<file path="src/rtl/adc_scan_pkg.sv">
package adc_scan_pkg;

    typedef enum logic [2:0] {
        S_IDLE,
        S_SET_ADDR,
        S_WR_PULSE,
        S_WAIT_BUSY_LO,
        S_WAIT_BUSY_HI,
        S_RD_PULSE,
        S_CAPTURE,
        S_NEXT_CH
    } scan_state_e;

    localparam int MIN_STROBE = 2;

endpackage

</file>
<file path="src/rtl/adc_chan_pick.sv">
module adc_chan_pick #(
    parameter int NCH  = 4,
    parameter int CH_W = 2
) (
    input  logic [NCH-1:0]  live_mask,
    input  logic [NCH-1:0]  pass_mask,
    input  logic [CH_W-1:0] cur_ch,
    output logic [CH_W-1:0] first_ch,
    output logic            first_ok,
    output logic [CH_W-1:0] next_ch,
    output logic            next_ok
);

    logic [NCH-1:0] above;

    // Candidate vector: enabled channels strictly above the current one
    for (genvar g = 0; g < NCH; g++) begin : g_above
        assign above[g] = pass_mask[g] && (g > int'(cur_ch));
    end

    // Lowest set bit wins: scan downward so the last hit is the lowest
    always_comb begin
        first_ok = 1'b0;
        first_ch = '0;
        next_ok  = 1'b0;
        next_ch  = '0;
        for (int i = NCH - 1; i >= 0; i--) begin
            if (live_mask[i]) begin
                first_ok = 1'b1;
                first_ch = CH_W'(i);
            end
            if (above[i]) begin
                next_ok = 1'b1;
                next_ch = CH_W'(i);
            end
        end
    end

endmodule

</file>
<file path="src/rtl/adc_conv_clk.sv">
module adc_conv_clk #(
    parameter int DIV = 4
) (
    input  logic clk,
    input  logic rst_n,
    output logic clk_out
);

    if (DIV <= 1) begin : g_toggle
        logic tgl_d, tgl_q;
        always_comb tgl_d = ~tgl_q;
        always_ff @(posedge clk or negedge rst_n) begin
            if (!rst_n) tgl_q <= 1'b0;
            else        tgl_q <= tgl_d;
        end
        assign clk_out = tgl_q;
    end else begin : g_count
        localparam int DW = $clog2(DIV);
        localparam logic [DW-1:0] LAST = DW'(DIV - 1);

        typedef struct packed {
            logic [DW-1:0] cnt;
            logic          lvl;
        } div_t;

        div_t div_d, div_q;

        always_comb begin
            div_d = div_q;
            if (div_q.cnt == LAST) begin
                div_d.cnt = '0;
                div_d.lvl = ~div_q.lvl;
            end else begin
                div_d.cnt = div_q.cnt + DW'(1);
            end
        end

        always_ff @(posedge clk or negedge rst_n) begin
            if (!rst_n) div_q <= '0;
            else        div_q <= div_d;
        end

        assign clk_out = div_q.lvl;

        // output level only moves on a wrap of the counter
        a_r10_toggle_on_wrap: assert property (@(posedge clk) disable iff (!rst_n)
            (div_q.lvl != $past(div_q.lvl)) |-> (div_q.cnt == '0));
    end

endmodule

</file>
<file path="src/rtl/adc_scan_seq.sv">
module adc_scan_seq
    import adc_scan_pkg::*;
#(
    parameter int NCH        = 4,
    parameter int CH_W       = 2,
    parameter int DATA_W     = 12,
    parameter int PW_W       = 4,
    parameter int TO_W       = 8,
    parameter int ADDR_SETUP = 1
) (
    input  logic              clk,
    input  logic              rst_n,
    input  logic              start,
    input  logic              cont_mode,
    input  logic [NCH-1:0]    ch_mask,
    input  logic [PW_W-1:0]   strobe_len,
    input  logic [TO_W-1:0]   busy_timeout,
    input  logic              busy_n,
    input  logic [DATA_W-1:0] adc_data,
    output logic              cs_n,
    output logic              wr_n,
    output logic              rd_n,
    output logic [CH_W-1:0]   addr,
    output logic [DATA_W-1:0] res_data,
    output logic [CH_W-1:0]   res_chan,
    output logic              res_valid,
    output logic              err
);

    localparam int SETUP_EFF = (ADDR_SETUP < 1) ? 1 : ADDR_SETUP;
    localparam int SU_W      = $clog2(SETUP_EFF + 1);
    localparam int MX_A      = (PW_W > TO_W) ? PW_W : TO_W;
    localparam int CNT_W     = (MX_A > SU_W) ? MX_A : SU_W;
    localparam logic [CNT_W-1:0] SETUP_M1 = CNT_W'(SETUP_EFF - 1);
    localparam logic [CNT_W-1:0] ONE      = CNT_W'(1);

    typedef struct packed {
        scan_state_e       st;
        logic [CH_W-1:0]   ch;
        logic [NCH-1:0]    mask;
        logic [CNT_W-1:0]  cnt;
        logic              cs_n;
        logic              wr_n;
        logic              rd_n;
        logic [DATA_W-1:0] data;
        logic [CH_W-1:0]   tag;
        logic              valid;
        logic              err;
    } seq_t;

    localparam seq_t SEQ_RST = '{
        st:    S_IDLE,
        ch:    '0,
        mask:  '0,
        cnt:   '0,
        cs_n:  1'b1,
        wr_n:  1'b1,
        rd_n:  1'b1,
        data:  '0,
        tag:   '0,
        valid: 1'b0,
        err:   1'b0
    };

    seq_t q, d;

    logic [CH_W-1:0]  first_ch, next_ch;
    logic             first_ok, next_ok;
    logic [CNT_W-1:0] pulse_m1;
    logic [CNT_W-1:0] to_m1;

    adc_chan_pick #(
        .NCH  (NCH),
        .CH_W (CH_W)
    ) i_pick (
        .live_mask (ch_mask),
        .pass_mask (q.mask),
        .cur_ch    (q.ch),
        .first_ch  (first_ch),
        .first_ok  (first_ok),
        .next_ch   (next_ch),
        .next_ok   (next_ok)
    );

    // Effective strobe length and timeout, both as "last count" values
    always_comb begin
        if (int'(strobe_len) < MIN_STROBE) pulse_m1 = CNT_W'(MIN_STROBE - 1);
        else                               pulse_m1 = CNT_W'(strobe_len) - ONE;
        if (busy_timeout == '0) to_m1 = '0;
        else                    to_m1 = CNT_W'(busy_timeout) - ONE;
    end

    always_comb begin
        d       = q;
        d.valid = 1'b0;
        case (q.st)
            S_IDLE: begin
                if (start && first_ok) begin
                    d.st   = S_SET_ADDR;
                    d.ch   = first_ch;
                    d.mask = ch_mask;
                    d.cnt  = SETUP_M1;
                end
            end
            S_SET_ADDR: begin
                if (q.cnt == '0) begin
                    d.st  = S_WR_PULSE;
                    d.cnt = pulse_m1;
                end else begin
                    d.cnt = q.cnt - ONE;
                end
            end
            S_WR_PULSE: begin
                if (q.cnt == '0) begin
                    d.st  = S_WAIT_BUSY_LO;
                    d.cnt = '0;
                end else begin
                    d.cnt = q.cnt - ONE;
                end
            end
            S_WAIT_BUSY_LO: begin
                if (!busy_n) begin
                    d.st = S_WAIT_BUSY_HI;
                end else if (q.cnt >= to_m1) begin
                    d.err = 1'b1;
                    d.st  = S_NEXT_CH;
                end else begin
                    d.cnt = q.cnt + ONE;
                end
            end
            S_WAIT_BUSY_HI: begin
                if (busy_n) begin
                    d.st  = S_RD_PULSE;
                    d.cnt = pulse_m1;
                end
            end
            S_RD_PULSE: begin
                if (q.cnt == '0) begin
                    d.st    = S_CAPTURE;
                    d.data  = adc_data;
                    d.tag   = q.ch;
                    d.valid = 1'b1;
                end else begin
                    d.cnt = q.cnt - ONE;
                end
            end
            S_CAPTURE: begin
                d.st = S_NEXT_CH;
            end
            S_NEXT_CH: begin
                if (next_ok) begin
                    d.st  = S_SET_ADDR;
                    d.ch  = next_ch;
                    d.cnt = SETUP_M1;
                end else if (cont_mode && first_ok) begin
                    d.st   = S_SET_ADDR;
                    d.ch   = first_ch;
                    d.mask = ch_mask;
                    d.cnt  = SETUP_M1;
                end else begin
                    d.st = S_IDLE;
                end
            end
            default: d.st = S_IDLE;
        endcase
        // Registered strobes follow the next state, so they leave the flops glitch-free
        d.wr_n = (d.st != S_WR_PULSE);
        d.rd_n = (d.st != S_RD_PULSE);
        d.cs_n = (d.st != S_WR_PULSE) && (d.st != S_RD_PULSE);
    end

    always_ff @(posedge clk or negedge rst_n) begin
        if (!rst_n) q <= SEQ_RST;
        else        q <= d;
    end

    assign cs_n      = q.cs_n;
    assign wr_n      = q.wr_n;
    assign rd_n      = q.rd_n;
    assign addr      = q.ch;
    assign res_data  = q.data;
    assign res_chan  = q.tag;
    assign res_valid = q.valid;
    assign err       = q.err;

    // strobes qualified by chip-select, never overlapping
    a_r3_wr_with_cs: assert property (@(posedge clk) disable iff (!rst_n)
        !wr_n |-> !cs_n);
    a_r3_rd_with_cs: assert property (@(posedge clk) disable iff (!rst_n)
        !rd_n |-> !cs_n);
    a_r3_no_overlap: assert property (@(posedge clk) disable iff (!rst_n)
        !(!wr_n && !rd_n));
    // address set up before the write pulse and held through its rising edge
    a_r4_addr_hold_wr: assert property (@(posedge clk) disable iff (!rst_n)
        !wr_n |-> $stable(addr));
    a_r4_addr_at_rise: assert property (@(posedge clk) disable iff (!rst_n)
        $rose(wr_n) |-> $stable(addr));
    // no strobe shorter than two cycles
    a_r5_wr_min_width: assert property (@(posedge clk) disable iff (!rst_n)
        $rose(wr_n) |-> ($past(wr_n, 1) == 1'b0 && $past(wr_n, 2) == 1'b0));
    a_r5_rd_min_width: assert property (@(posedge clk) disable iff (!rst_n)
        $rose(rd_n) |-> ($past(rd_n, 1) == 1'b0 && $past(rd_n, 2) == 1'b0));
    // a read only follows a BUSY that was high one cycle earlier
    a_r6_rd_after_busy: assert property (@(posedge clk) disable iff (!rst_n)
        $fell(rd_n) |-> $past(busy_n));
    // result strobe is a single cycle and follows a read pulse
    a_r7_valid_single: assert property (@(posedge clk) disable iff (!rst_n)
        res_valid |=> !res_valid);
    a_r7_valid_after_rd: assert property (@(posedge clk) disable iff (!rst_n)
        $rose(res_valid) |-> $rose(rd_n));
    // fault flag never clears while out of reset
    a_r11_err_sticky: assert property (@(posedge clk) disable iff (!rst_n)
        err |=> err);

endmodule

</file>
<file path="src/rtl/adc_scan_ctrl.sv">
module adc_scan_ctrl #(
    parameter int NCH        = 4,
    parameter int DATA_W     = 12,
    parameter int PW_W       = 4,
    parameter int TO_W       = 8,
    parameter int ADDR_SETUP = 1,
    parameter int CONV_DIV   = 4,
    localparam int CH_W      = (NCH > 1) ? $clog2(NCH) : 1
) (
    input  logic              clk,
    input  logic              rst_n,
    input  logic              start,
    input  logic              cont_mode,
    input  logic [NCH-1:0]    ch_mask,
    input  logic [PW_W-1:0]   strobe_len,
    input  logic [TO_W-1:0]   busy_timeout,
    input  logic              busy_n,
    input  logic [DATA_W-1:0] adc_data,
    output logic              adc_cs_n,
    output logic              adc_wr_n,
    output logic              adc_rd_n,
    output logic [CH_W-1:0]   adc_addr,
    output logic              adc_clk,
    output logic [DATA_W-1:0] res_data,
    output logic [CH_W-1:0]   res_chan,
    output logic              res_valid,
    output logic              err_timeout
);

    adc_scan_seq #(
        .NCH        (NCH),
        .CH_W       (CH_W),
        .DATA_W     (DATA_W),
        .PW_W       (PW_W),
        .TO_W       (TO_W),
        .ADDR_SETUP (ADDR_SETUP)
    ) i_seq (
        .clk          (clk),
        .rst_n        (rst_n),
        .start        (start),
        .cont_mode    (cont_mode),
        .ch_mask      (ch_mask),
        .strobe_len   (strobe_len),
        .busy_timeout (busy_timeout),
        .busy_n       (busy_n),
        .adc_data     (adc_data),
        .cs_n         (adc_cs_n),
        .wr_n         (adc_wr_n),
        .rd_n         (adc_rd_n),
        .addr         (adc_addr),
        .res_data     (res_data),
        .res_chan     (res_chan),
        .res_valid    (res_valid),
        .err          (err_timeout)
    );

    adc_conv_clk #(
        .DIV (CONV_DIV)
    ) i_div (
        .clk     (clk),
        .rst_n   (rst_n),
        .clk_out (adc_clk)
    );

endmodule

</file>
<file path="config.mk">
export PLATFORM = sky130hd
export DESIGN_NAME = adc_scan_ctrl
export DESIGN_NICKNAME = d
export VERILOG_FILES = /design/src/rtl/adc_scan_pkg.sv /design/src/rtl/adc_chan_pick.sv /design/src/rtl/adc_conv_clk.sv /design/src/rtl/adc_scan_seq.sv /design/src/rtl/adc_scan_ctrl.sv
export SDC_FILE = /design/constraint.sdc
export NUM_CORES = 1
export LEC_CHECK = 0
export ABC_AREA = 1
export BUFFER_PORTS_ARGS = -buffer_cell sky130_fd_sc_hd__clkbuf_2
export CORE_AREA = 5 5 101 103
export CTS_BUF_LIST = sky130_fd_sc_hd__clkbuf_8
export CTS_CLUSTER_DIAMETER = 40
export DETAILED_ROUTE_END_ITERATION = 10
export DIE_AREA = 0 0 106 108
export HOLD_SLACK_MARGIN = 0.15
export PLACE_DENSITY_LB_ADDON = 0.15
export SYNTH_ARGS = -nofsm -noshare
export SYNTH_HDL_FRONTEND = slang
export SYNTH_SLANG_ARGS = --single-unit
</file>
<file path="constraint.sdc">
create_clock -name clk -period 2.05 [get_ports clk]
set_input_delay 0.205 -clock clk [delete_from_list [all_inputs] [get_ports clk]]
set_output_delay 0.205 -clock clk [all_outputs]
set_load 0.01 [all_outputs]
</file>
==> flow_summary.toml <==
[timing]
fin_crit_ns = 1.954
hold_viol = 0
skew_ns = 0.006970
fin_ws_ns = 0.09575
rsz0062_at_grt = "yes"
slew-limit-headroom_pct = 67.50
setup_viol = 0
tightest_slew_ns = 0.4874
timing.final.crit_share_pct = 95.33
finalMaxSlewViolations = 0
fmax_ghz = 0.5117

[floorplan]
core_area_um2 = 9109
dieArea_um2 = 11450
chipHeight_um = 108
ioPinCount = 55
die_x_um = 106
rows = 35
initial_core_util_pct = 29.57

[global_route]
grt_pass1_wl_um = 11120
grt-ovfl-total = 0
grt_max_degree = 39
antenna_found_initial = 0
grt_use_total_pct = 11.76
grt_pass1_vias = 2485

[layout]
layout_commonest_cell = "nand2_1"
fillers = 967
fin_util_pct = 38.41
final_cell_mix = "nand2_1 (124), clkbuf_2 (52), dfrtp_1 (34)"
fin_nets = 500
layout-drive-gt1-share_pct = 30.62
num_antenna_cells = 0
layout-area-overhead-vs-synth_pct = 29.87
layoutNonFillerInstCount = 565

[logic_synthesis]
seq_area_frac_synth_pct = 35.44
synthArstFlopShare_pct = 100.0
yosys-top-cells-area = "dfrtp_1 (33%), nand2_1 (19%), ha_1 (6.5%)"
syn_avg_cell_area_um2 = 7.034
synth_area_leader_cell = "dfrtp_1"
yosysWarnings = 0
ys_seq_elements = 38
syn-instance-count = 383
synth_area_um2 = 2694
synth-edff-count = 0
syn_nets = 430
yosysUniqueCellTypes = 33
ys.flop_type = "dfrtp_1"
synth_top_area_share_pct = 32.51

[clocking]
cts_sinks = 38
clockBufferDepth = 2
cts_tree = "built"
root_buffer = "clkbuf_8"
cts.clk_slew.worst_paths_ns = 0.08
htreeDepth = 2
worst_skew_pair.late_latency_ns = 0.29
cts_buffers = 5

[routing]
drtIter0Drc = 112
antenna_left = 0
drc = 0
routed_wl_um = 6644
via_per_inst = 4.476
firstDrtPassIters = 4
routedWlPerCell_um = 11.76
vias = 2529

[pwr]
p_comb_share_pct = 53.8
peakVddDrop_v = 0.0005411
p_per_area_nw_per_um2 = 1167
total_power_mw = 4.082
seqPwrFrac_pct = 33.0
p_sw_share_pct = 46.60
clockPowerShare_pct = 13.2
p_leak_nw = 1.822
p_switching_mw = 1.902
power_report.internal_total_mw = 2.180

[critical_path]
crit_fanout = 8
arrival_ns = 2.14
end_kind = "flip-flop"
crit_path_start_kind = "input port"
cp.required_ns = 2.24
path_class = "in2reg"

[placement]
placed_cells = 541
port_buffers = 54
place_ws_ns = -0.3854
dpl.hpwl_um = 4982
routabilityCongestion = 0.7871

[hold_path]
hp-class = "in2reg"

[outcome]
status = "complete, no violations"

[flow_run]
max-cap-violations = 0
-- repair_timing --
action	in CTS	in global routing
endpoints found under the hold margin	47	0
resized for setup	9	43
endpoints found under the setup margin	11	12
setup buffers	1	1
pin swaps	6	17
cloned	1	0
hold buffers	13	0
-- final timing paths --
| kind | endpoint | startpoint | depth (start not counted) | slack [ns] |
|---|---|---|---|---|
| max | i_seq.q[24] | busy_timeout[0] | 21 | 0.1 |
| min | i_seq.q[29] | ch_mask[2] | 3 | 0.18 |
| max reg2reg | i_seq.q[24] | i_seq.q[19] | 11 | 0.22 |
| min reg2reg | i_div.g_count.div_q[1] | i_div.g_count.div_q[1] | 1 | 0.43 |
| max in group asynchronous | i_seq.rd_n | rst_n | 3 | 1.19 |
| min in group asynchronous | i_seq.q[34] | rst_n | 3 | 0.50 |
-- critical path: stages --
cell and delay [ns]:
buf_8 0.08, inv_6 0.03, ha_4 0.15, inv_2 0.06
nor2_4 0.04, inv_2 0.09, nor3_4 0.06, buf_6 0.12
or2_4 0.23, ha_4 0.27, nand2_2 0.04, nor2_1 0.10
nor2_1 0.05, nand2_1 0.08, nand2_2 0.07, nand3_2 0.08
nand2_4 0.09, nand2_8 0.12, clkinv_8 0.08, nand2_1 0.06
nand2_1 0.04
-- Yosys cell counts (2+ instances only) --
master	n
inv_1	33
nor2_1	36
nor2_2	2
dfstp_2	3
o21ai_1	2
nand2_2	3
buf_4	17
a21oi_1	11
a21o_1	2
dfrtp_1	35
or2_2	5
ha_1	14
nor2_4	3
inv_2	6
xor2_1	8
o21ai_0	15
nand4_1	2
nor3_1	7
nand2_1	133
o21ai_2	3
nand3_1	31
-- cell families after synthesis --
| logic type | count (synthesis) | share of synthesized area, % |
|---|---|---|
| AO/OA/AOI/OAI | 36 | 7.571 |
| XOR/XNOR | 8 | 2.601 |
| adder cells (fa/ha/maj) | 14 | 6.503 |
| buffers and inverters | 59 | 10.73 |
| flip-flops | 38 | 35.44 |
| AND/OR/NAND/NOR | 228 | 37.16 |
-- area by class of cell --
class                   count  area (µm²)  area share (%)
inverters                  40       172.7           4.936
flip-flops and latches     38       955.9           27.32
clock inverters             2       12.51          0.3577
repair buffers             81       529.3           15.13
multi-input cells         287        1607           45.92
clock buffers               6       82.58           2.361
well taps                 111       138.9           3.970
-- state kept, by name, indices dropped and copies added (netlist names) --
signal	cells
i_seq.q	14
i_seq.res_data	12
i_div.g_count.div_q	2
i_seq.addr	2
i_seq.res_chan	2
i_div.clk_out	1
i_seq.cs_n	1
i_seq.err	1
i_seq.rd_n	1
i_seq.res_valid	1
i_seq.wr_n	1
-- metal layers --
layer | routed length, µm | share of wire (%) | global-route usage, % | up-vias
li1 | - | - | - | 1349
met1 | 3144 | 47 | 14.69 | 1134
met2 | 3215 | 48 | 21.08 | 42
met3 | 249 | 3.7 | 2.687 | 4
met4 | 34 | 0.51 | 1.943 | 0
met5 | 0 | 0 | 0 | -
-- power groups by stage --
stage	clock network [mW]	logic (mW)	registers [mW]
2_1_floorplan	0	1.63	1.27
3_3_place_gp	0	1.98	1.34
3_5_place_dp	0	1.98	1.35
4_1_cts	0.570	2.05	1.34
5_1_grt	0.596	2.51	1.39
6_report	0.538	2.20	1.35
-- through the flow --
stage / TNS (ns) / hold slack [ns] / instance area, µm²
finish: 0 / 0.1780 / 3498
detailed placement: -4.250 / 0.2979 / 3062
floorplan: 0 / -0.09059 / 2699
global placement: -3.192 / 0.2994 / 3062
CTS: 0 / 0.1701 / 3338
global route: -0.1513 / 0.1867 / 3498
No activity file was read; power rests on OpenSTA's default activity.
